File: src/rtl/intc_pkg.sv
package intc_pkg;

    localparam int DEF_N_SRC  = 32;
    localparam int DEF_N_CTX  = 2;
    localparam int DEF_PRIO_W = 3;
    localparam int DEF_ADDR_W = 22;
    localparam int DATA_W     = 32;

    // Address map anchors (byte offsets)
    localparam logic [31:0] OFS_PRIO   = 32'h0000_0000;
    localparam logic [31:0] OFS_PEND   = 32'h0000_1000;
    localparam logic [31:0] OFS_TRIG   = 32'h0000_1080;
    localparam logic [31:0] OFS_EN     = 32'h0000_2000;
    localparam logic [31:0] EN_STRIDE  = 32'h0000_0080;
    localparam logic [31:0] OFS_CTL    = 32'h0020_0000;
    localparam logic [31:0] CTL_STRIDE = 32'h0000_1000;
    localparam logic [31:0] CTL_THR    = 32'h0000_0000;
    localparam logic [31:0] CTL_CLAIM  = 32'h0000_0004;

    typedef enum logic [2:0] {
        RG_NONE,
        RG_PRIO,
        RG_PEND,
        RG_TRIG,
        RG_EN,
        RG_THR,
        RG_CLAIM
    } reg_kind_e;

    typedef struct packed {
        reg_kind_e   kind;
        logic [15:0] idx;
        logic [7:0]  ctx;
    } reg_sel_t;

    typedef enum logic {
        TRIG_LEVEL = 1'b0,
        TRIG_EDGE  = 1'b1
    } trig_e;

    function automatic int words_for(input int n);
        return (n + 31) / 32;
    endfunction

endpackage

File: src/rtl/intc_gateway.sv
module intc_gateway (
    input  logic clk,
    input  logic rst,
    input  logic src_i,
    input  logic edge_i,
    input  logic claim_i,
    input  logic complete_i,
    output logic pend_o
);
    import intc_pkg::*;

    logic prev_q, pend_q, busy_q, defer_q;
    logic rise, req;
    trig_e mode;

    assign mode = trig_e'(edge_i);
    assign rise = src_i & ~prev_q;
    assign req  = (mode == TRIG_EDGE) ? rise : src_i;

    always_ff @(posedge clk) begin
        if (rst) begin
            prev_q  <= 1'b0;
            pend_q  <= 1'b0;
            busy_q  <= 1'b0;
            defer_q <= 1'b0;
        end else begin
            prev_q <= src_i;
            if (claim_i) begin
                pend_q  <= 1'b0;
                busy_q  <= 1'b1;
                defer_q <= (mode == TRIG_EDGE) & rise;
            end else if (complete_i && busy_q) begin
                busy_q  <= 1'b0;
                defer_q <= 1'b0;
                if (mode == TRIG_EDGE)
                    pend_q <= defer_q | rise;
            end else if (busy_q) begin
                if (mode == TRIG_EDGE && rise)
                    defer_q <= 1'b1;
            end else if (req) begin
                pend_q <= 1'b1;
            end
        end
    end

    assign pend_o = pend_q;

    // a source in service never shows as pending
    a_r8_no_pend_in_service: assert property (@(posedge clk) disable iff (rst)
        busy_q |-> !pend_q);

    // claim clears pending and enters service
    a_r7_claim_clears: assert property (@(posedge clk) disable iff (rst)
        claim_i |=> (!pend_q && busy_q));

    // a completion for a source not in service changes nothing
    a_r11_stray_complete: assert property (@(posedge clk) disable iff (rst)
        (complete_i && !busy_q && !claim_i) |=> !busy_q);

    // a deferred edge exists only while in service
    a_r9_defer_in_service: assert property (@(posedge clk) disable iff (rst)
        defer_q |-> busy_q);

endmodule

File: src/rtl/intc_arbiter.sv
module intc_arbiter #(
    parameter int N_SRC  = intc_pkg::DEF_N_SRC,
    parameter int PRIO_W = intc_pkg::DEF_PRIO_W,
    parameter int ID_W   = $clog2(N_SRC)
) (
    input  logic              clk,
    input  logic              rst,
    input  logic [N_SRC-1:0]  pend_i,
    input  logic [N_SRC-1:0]  en_i,
    input  logic [PRIO_W-1:0] prio_i [N_SRC],
    input  logic [PRIO_W-1:0] thr_i,
    output logic [ID_W-1:0]   id_o,
    output logic              irq_o
);
    logic [PRIO_W-1:0] best_p;
    logic [ID_W-1:0]   best_id;

    // Ascending scan with strict compare: ties keep the lower ID,
    // and starting from the threshold enforces priority > threshold.
    always_comb begin
        best_p  = thr_i;
        best_id = '0;
        for (int s = 0; s < N_SRC; s++) begin
            if (pend_i[s] && en_i[s] && (prio_i[s] > best_p)) begin
                best_p  = prio_i[s];
                best_id = ID_W'(s);
            end
        end
    end

    assign id_o  = best_id;
    assign irq_o = (best_id != '0);

    // the winner is pending, enabled and above threshold
    a_r5_winner_eligible: assert property (@(posedge clk) disable iff (rst)
        irq_o |-> (pend_i[id_o] && en_i[id_o] && (prio_i[id_o] > thr_i)));

endmodule

File: src/rtl/intc_regbank.sv
module intc_regbank #(
    parameter int N_SRC  = intc_pkg::DEF_N_SRC,
    parameter int N_CTX  = intc_pkg::DEF_N_CTX,
    parameter int PRIO_W = intc_pkg::DEF_PRIO_W,
    parameter int ADDR_W = intc_pkg::DEF_ADDR_W,
    parameter int ID_W   = $clog2(N_SRC)
) (
    input  logic              clk,
    input  logic              rst,
    input  logic [ADDR_W-1:0] addr_i,
    input  logic              wr_i,
    input  logic              rd_i,
    input  logic [31:0]       wdata_i,
    output logic [31:0]       rdata_o,
    input  logic [N_SRC-1:0]  pend_i,
    input  logic [ID_W-1:0]   best_id_i [N_CTX],
    output logic [PRIO_W-1:0] prio_o [N_SRC],
    output logic [N_SRC-1:0]  en_o [N_CTX],
    output logic [PRIO_W-1:0] thr_o [N_CTX],
    output logic [N_SRC-1:0]  edge_o,
    output logic [N_SRC-1:0]  claim_o,
    output logic [N_SRC-1:0]  complete_o
);
    import intc_pkg::*;

    localparam int WORDS = words_for(N_SRC);

    logic [PRIO_W-1:0] prio_q [N_SRC];
    logic [N_SRC-1:0]  en_q [N_CTX];
    logic [PRIO_W-1:0] thr_q [N_CTX];
    logic [N_SRC-1:0]  trig_q;
    logic [31:0]       rdata_q;
    logic [31:0]       rd_word;
    reg_sel_t          sel;

    function automatic logic [31:0] word_of(input logic [N_SRC-1:0] v, input logic [15:0] w);
        logic [31:0] r;
        r = '0;
        for (int s = 0; s < N_SRC; s++)
            if (16'(s / 32) == w)
                r[s % 32] = v[s];
        return r;
    endfunction

    // Address decode
    always_comb begin
        logic [31:0] a, rel, off;
        a   = 32'(addr_i) & ~32'h3;
        rel = '0;
        off = '0;
        sel.kind = RG_NONE;
        sel.idx  = '0;
        sel.ctx  = '0;
        if (a < OFS_PRIO + 32'(4 * N_SRC)) begin
            sel.kind = RG_PRIO;
            sel.idx  = 16'((a - OFS_PRIO) >> 2);
        end else if (a >= OFS_PEND && a < OFS_PEND + 32'(4 * WORDS)) begin
            sel.kind = RG_PEND;
            sel.idx  = 16'((a - OFS_PEND) >> 2);
        end else if (a >= OFS_TRIG && a < OFS_TRIG + 32'(4 * WORDS)) begin
            sel.kind = RG_TRIG;
            sel.idx  = 16'((a - OFS_TRIG) >> 2);
        end else if (a >= OFS_EN && a < OFS_EN + EN_STRIDE * 32'(N_CTX)) begin
            rel = a - OFS_EN;
            off = rel % EN_STRIDE;
            if (off < 32'(4 * WORDS)) begin
                sel.kind = RG_EN;
                sel.ctx  = 8'(rel / EN_STRIDE);
                sel.idx  = 16'(off >> 2);
            end
        end else if (a >= OFS_CTL && a < OFS_CTL + CTL_STRIDE * 32'(N_CTX)) begin
            rel = a - OFS_CTL;
            off = rel % CTL_STRIDE;
            sel.ctx = 8'(rel / CTL_STRIDE);
            if (off == CTL_THR)
                sel.kind = RG_THR;
            else if (off == CTL_CLAIM)
                sel.kind = RG_CLAIM;
        end
    end

    // Claim and completion strobes toward the gateways
    always_comb begin
        claim_o    = '0;
        complete_o = '0;
        if (sel.kind == RG_CLAIM) begin
            for (int c = 0; c < N_CTX; c++) begin
                if (sel.ctx == 8'(c) && rd_i) begin
                    for (int s = 1; s < N_SRC; s++)
                        if (best_id_i[c] == ID_W'(s))
                            claim_o[s] = 1'b1;
                end
            end
            if (wr_i) begin
                for (int s = 1; s < N_SRC; s++)
                    if (wdata_i == 32'(s))
                        complete_o[s] = 1'b1;
            end
        end
    end

    // Read mux
    always_comb begin
        rd_word = '0;
        unique case (sel.kind)
            RG_PRIO: begin
                for (int s = 0; s < N_SRC; s++)
                    if (sel.idx == 16'(s))
                        rd_word = 32'(prio_q[s]);
            end
            RG_PEND: rd_word = word_of(pend_i, sel.idx);
            RG_TRIG: rd_word = word_of(trig_q, sel.idx);
            RG_EN: begin
                for (int c = 0; c < N_CTX; c++)
                    if (sel.ctx == 8'(c))
                        rd_word = word_of(en_q[c], sel.idx);
            end
            RG_THR: begin
                for (int c = 0; c < N_CTX; c++)
                    if (sel.ctx == 8'(c))
                        rd_word = 32'(thr_q[c]);
            end
            RG_CLAIM: begin
                for (int c = 0; c < N_CTX; c++)
                    if (sel.ctx == 8'(c))
                        rd_word = 32'(best_id_i[c]);
            end
            default: rd_word = '0;
        endcase
    end

    always_ff @(posedge clk) begin
        if (rst) begin
            for (int s = 0; s < N_SRC; s++)
                prio_q[s] <= '0;
            for (int c = 0; c < N_CTX; c++) begin
                en_q[c]  <= '0;
                thr_q[c] <= '0;
            end
            trig_q  <= '0;
            rdata_q <= '0;
        end else begin
            if (wr_i) begin
                unique case (sel.kind)
                    RG_PRIO: begin
                        for (int s = 1; s < N_SRC; s++)
                            if (sel.idx == 16'(s))
                                prio_q[s] <= wdata_i[PRIO_W-1:0];
                    end
                    RG_TRIG: begin
                        for (int s = 1; s < N_SRC; s++)
                            if (16'(s / 32) == sel.idx)
                                trig_q[s] <= wdata_i[s % 32];
                    end
                    RG_EN: begin
                        for (int c = 0; c < N_CTX; c++)
                            if (sel.ctx == 8'(c))
                                for (int s = 1; s < N_SRC; s++)
                                    if (16'(s / 32) == sel.idx)
                                        en_q[c][s] <= wdata_i[s % 32];
                    end
                    RG_THR: begin
                        for (int c = 0; c < N_CTX; c++)
                            if (sel.ctx == 8'(c))
                                thr_q[c] <= wdata_i[PRIO_W-1:0];
                    end
                    default: ;
                endcase
            end
            if (rd_i)
                rdata_q <= rd_word;
        end
    end

    assign rdata_o = rdata_q;
    assign prio_o  = prio_q;
    assign en_o    = en_q;
    assign thr_o   = thr_q;
    assign edge_o  = trig_q;

    // at most one source is claimed per access
    a_r7_claim_onehot: assert property (@(posedge clk) disable iff (rst)
        $onehot0(claim_o));

    // a claimed source must be pending when taken
    a_r7_claim_pending: assert property (@(posedge clk) disable iff (rst)
        (claim_o != '0) |-> ((claim_o & pend_i) == claim_o));

endmodule

File: src/rtl/intc_platform.sv
module intc_platform #(
    parameter int N_SRC  = intc_pkg::DEF_N_SRC,
    parameter int N_CTX  = intc_pkg::DEF_N_CTX,
    parameter int PRIO_W = intc_pkg::DEF_PRIO_W,
    parameter int ADDR_W = intc_pkg::DEF_ADDR_W
) (
    input  logic              clk,
    input  logic              rst,
    input  logic [N_SRC-1:0]  src_i,
    input  logic [ADDR_W-1:0] bus_addr,
    input  logic              bus_wr,
    input  logic              bus_rd,
    input  logic [31:0]       bus_wdata,
    output logic [31:0]       bus_rdata,
    output logic [N_CTX-1:0]  irq_o
);
    localparam int ID_W = $clog2(N_SRC);

    logic [N_SRC-1:0]  pend_vec;
    logic [N_SRC-1:0]  edge_vec;
    logic [N_SRC-1:0]  claim_vec;
    logic [N_SRC-1:0]  done_vec;
    logic [PRIO_W-1:0] prio_arr [N_SRC];
    logic [N_SRC-1:0]  en_arr [N_CTX];
    logic [PRIO_W-1:0] thr_arr [N_CTX];
    logic [ID_W-1:0]   best_arr [N_CTX];
    logic [3:0]        unused_id0;

    // ID 0 is reserved: its request line and strobes go nowhere
    assign unused_id0 = {src_i[0], edge_vec[0], claim_vec[0], done_vec[0]};

    intc_regbank #(
        .N_SRC (N_SRC),
        .N_CTX (N_CTX),
        .PRIO_W(PRIO_W),
        .ADDR_W(ADDR_W),
        .ID_W  (ID_W)
    ) u_regs (
        .clk       (clk),
        .rst       (rst),
        .addr_i    (bus_addr),
        .wr_i      (bus_wr),
        .rd_i      (bus_rd),
        .wdata_i   (bus_wdata),
        .rdata_o   (bus_rdata),
        .pend_i    (pend_vec),
        .best_id_i (best_arr),
        .prio_o    (prio_arr),
        .en_o      (en_arr),
        .thr_o     (thr_arr),
        .edge_o    (edge_vec),
        .claim_o   (claim_vec),
        .complete_o(done_vec)
    );

    for (genvar s = 0; s < N_SRC; s++) begin : g_src
        if (s == 0) begin : g_rsvd
            assign pend_vec[s] = 1'b0;
        end else begin : g_gw
            intc_gateway u_gw (
                .clk       (clk),
                .rst       (rst),
                .src_i     (src_i[s]),
                .edge_i    (edge_vec[s]),
                .claim_i   (claim_vec[s]),
                .complete_i(done_vec[s]),
                .pend_o    (pend_vec[s])
            );
        end
    end

    for (genvar c = 0; c < N_CTX; c++) begin : g_ctx
        intc_arbiter #(
            .N_SRC (N_SRC),
            .PRIO_W(PRIO_W),
            .ID_W  (ID_W)
        ) u_arb (
            .clk   (clk),
            .rst   (rst),
            .pend_i(pend_vec),
            .en_i  (en_arr[c]),
            .prio_i(prio_arr),
            .thr_i (thr_arr[c]),
            .id_o  (best_arr[c]),
            .irq_o (irq_o[c])
        );

        // a context line needs a pending source enabled for that context
        a_r12_ctx_routing: assert property (@(posedge clk) disable iff (rst)
            irq_o[c] |-> ((pend_vec & en_arr[c]) != '0));
    end

endmodule

File: config.mk
export PLATFORM = sky130hd
export DESIGN_NAME = intc_platform
export DESIGN_NICKNAME = d
export VERILOG_FILES = /design/src/rtl/intc_pkg.sv /design/src/rtl/intc_gateway.sv /design/src/rtl/intc_arbiter.sv /design/src/rtl/intc_regbank.sv /design/src/rtl/intc_platform.sv
export SDC_FILE = /design/constraint.sdc
export NUM_CORES = 1
export LEC_CHECK = 0
export CAP_MARGIN = 5
export CORE_UTILIZATION = 55
export DETAILED_ROUTE_END_ITERATION = 8
export PLACE_DENSITY = 0.79
export SLEW_MARGIN = 10
export SYNTH_ARGS = -nofsm -noshare
export SYNTH_HDL_FRONTEND = slang
export SYNTH_SLANG_ARGS = --single-unit
File: constraint.sdc
create_clock -name clk -period 52.8 [get_ports clk]
set_input_delay 13.2 -clock clk [delete_from_list [all_inputs] [get_ports clk]]
set_output_delay 13.2 -clock clk [all_outputs]
set_load 0.05 [all_outputs]
==> flow_summary.ini <==
[clock_network]
h-tree-depth = 2
cts_tree = yes
clock_sinks = 348
clk_root_buffer_cell = clkbuf_16
numCtsBuffers = 40
cts.path.max_buffers = 3
path_clk_slew_ns = 0.06
clkLatencyLatePin_ns = 0.58
postCtsHoldBufs = 0

[synth]
synthDistinctLibCells = 118
synth_edf_count = 0
yosysWarnings = 0
postSynth.asyncResetShare_pct = 0
synth_nets = 3781
ys.flop_type = dfxtp_1
seq_area_frac_synth_pct = 26.54
syn_area_um2 = 26250
ys_ff_latch = 348
synth_cells = 3580
synth.avg_cell_area_um2 = 7.331

[layout]
nNetsFinal = 4150
final_cell_mix = 556 x nand2_1, 383 x buf_4, 342 x dfxtp_1
utilization_pct = 72.16
multi_input_area_um2 = 19840
layout_commonest_cell = nand2_1
seq_area_um2 = 6977
drive_gt1_share_pct = 22.73
finalNonFillerCells = 4586
syn_to_final_growth_pct = 28.81
fin_area_um2 = 33810
fillers = 3685

[power]
p_total_uw = 591.3
ir_worst_vdd_uv = 26.22
power_switching_uw = 144.6
swShare_pct = 24.46
p_per_area_nw_per_um2 = 17.49
intPower_uw = 446.7
p_clk_share_pct = 48.4
power.leakage_uw = 0.01277
p_seq_share_pct = 46.1
p_comb_share_pct = 5.5

[global_routing]
grt_pass1_vias = 27812
grt_pass1_wl_mm = 152.3
track_usage_pct = 40.23
grt_max_degree = 138
grt-ovfl-total = 0
antenna_found_initial = 2

[routing]
first_pass_iters = 9
drcViolationCount = 3
vias = 30076
via_per_inst = 6.558
wirelength_mm = 102.8
drtIter0Drc = 3624
ant_nets = 0
wl_per_cell_um = 22.41
wl_met2_mm = 44.23
wl_met3_mm = 12.42
top_layer = met4
routedLengthMet1_mm = 39.16

[timing]
period_minus_slack_ns = 54.02
timing.slew.headroom_pct = 16.36
clock.fmax_mhz = 18.51
worst_pin_slew_ns = 1.249
finalSetupViolCount = 2
finalWorstSetupSlack_ns = -1.221
finalHoldViolations = 0
skew_ns = 0.02951
rsz0062_at_grt = true
slew_viol_final = 0
period_share_pct = 102.3

[placed_design]
place_congestion = 1.011
post-dp-hpwl_mm = 74.51
placed_cell_area_um2 = 30770
numPortBuffers = 120
place_inst = 4407

[critical_path]
cp_common_cell = ha_4
slowest_stage = or4_4
cp_max_fo = 5
path_class = register to output pin
startpoint_type = register
cp-end-kind = output pin
critPathMaxStageDelay_ns = 0.53
critical_path_arrival_ns = 40.82
cp.required_ns = 39.60

[die]
core_um2 = 46850
die_h_um = 220.5
rows = 79
dieWidth_um = 220.5
start_util_pct = 56.02
dieArea_um2 = 48600
io_pins = 124

[run_status]
outcome = complete, but fails checks
failed_checks = design-rule violations, negative setup slack

[min_path]
hp-class = register to register

[flow_run]
drv_cap = 0
## sequential cells by signal, summed over array words and instances, names as in the netlist
name                     flops
u_regs.prio_o               93
u_regs.en_o                 62
u_regs.rdata_o              32
g_src.g_gw.u_gw.busy_q      31
g_src.g_gw.u_gw.defer_q     31
g_src.g_gw.u_gw.pend_o      31
g_src.g_gw.u_gw.prev_q      31
u_regs.edge_o               31
u_regs.thr_o                 6
## stage by stage
stage / hold WS [ns] / TNS (ns) / setup slack [ns]
global route: 0.4902 / -5.517 / -2.991
detailed placement: 0.4534 / -2.350 / -1.210
CTS: 0.4644 / -2.333 / -1.251
global placement: 0.4474 / -1.153 / -0.5798
finish: 0.4685 / -2.268 / -1.221
floorplan: 0.4351 / -0.1392 / -0.1392
## logic make-up after synthesis
kind of cell	count (synthesis)	share of synthesized area [%]
buffers and inverters	377	5.463
xor gates and xnor gates	20	0.6674
DFF	348	26.54
and+or+nand+nor	1531	28.04
adders and majority gates	149	6.745
AOI/OAI and AO/OA	990	25.74
muxes	165	6.803
## final cells by class
type / instances / area share, %
diodes: 2 / 0.01480
clock buffers: 55 / 3.427
clock inverters: 15 / 0.5070
inverters: 194 / 2.191
multi-input cells: 2855 / 58.68
flip-flops and latches: 348 / 20.64
well taps: 607 / 2.246
repair buffers: 510 / 12.29
## power groups by stage
stage / Combinational [uW] / Clock, uW / Sequential, uW
final: 32.8 / 286 / 272
after global routing: 34.5 / 295 / 272
after CTS: 31.6 / 286 / 272
after detailed placement: 31.3 / 0 / 277
after global placement: 31.1 / 0 / 277
after floorplan: 16.0 / 0 / 274
## worst max-delay path, delay by kind of cell (launching register included)
family | cells | cell delay, ns
multiplexers | 29 | 8.21
buffers and inverters | 26 | 2.61
adder cells (fa/ha/maj) | 33 | 7.71
flip-flops | 1 | 0.33
AO/OA/AOI/OAI | 72 | 13.21
AND/OR/NAND/NOR | 61 | 8.14
## final timing paths
kind / from / endpoint / slack, ns / depth (start not counted)
setup / recovery: u_regs.prio_o[90] / irq_o[1] / -1.22 / 221
setup reg to reg: u_regs.prio_o[90] / g_src[5].g_gw.u_gw.defer_q / 10.62 / 222
hold reg to reg: u_regs.en_o[2] / u_regs.en_o[2] / 0.47 / 2
hold / removal: u_regs.en_o[2] / u_regs.en_o[2] / 0.47 / 2
## cells in the mapped netlist, drive strengths merged (69+ instances only)
| library cell | instances | area share, % |
|---|---|---|
| a21oi | 322 | 6.2 |
| a22oi | 78 | 2.2 |
| a31oi | 69 | 1.7 |
| and3 | 80 | 1.9 |
| clkbuf | 159 | 2.3 |
| dfxtp | 348 | 27 |
| ha | 111 | 5.3 |
| inv | 194 | 2.8 |
| mux2 | 70 | 3.1 |
| mux2i | 95 | 3.7 |
| nand2 | 572 | 8.2 |
| nand3 | 220 | 4.2 |
| nor2 | 278 | 4.0 |
| o21ai | 138 | 2.7 |
## repair_timing
action,CTS,global route
endpoints found under the setup margin,2,2
resized for setup,64,148
gates cloned,0,0
setup buffers,49,58
pin swaps,61,143
## per-layer routing
layer	global-route usage, %	up-vias
li1	-	13828
met4	23.84	0
met5	0	-
met1	49.94	14019
met3	10.45	412
met2	62.58	1817
(Power assumes the default switching activity.)
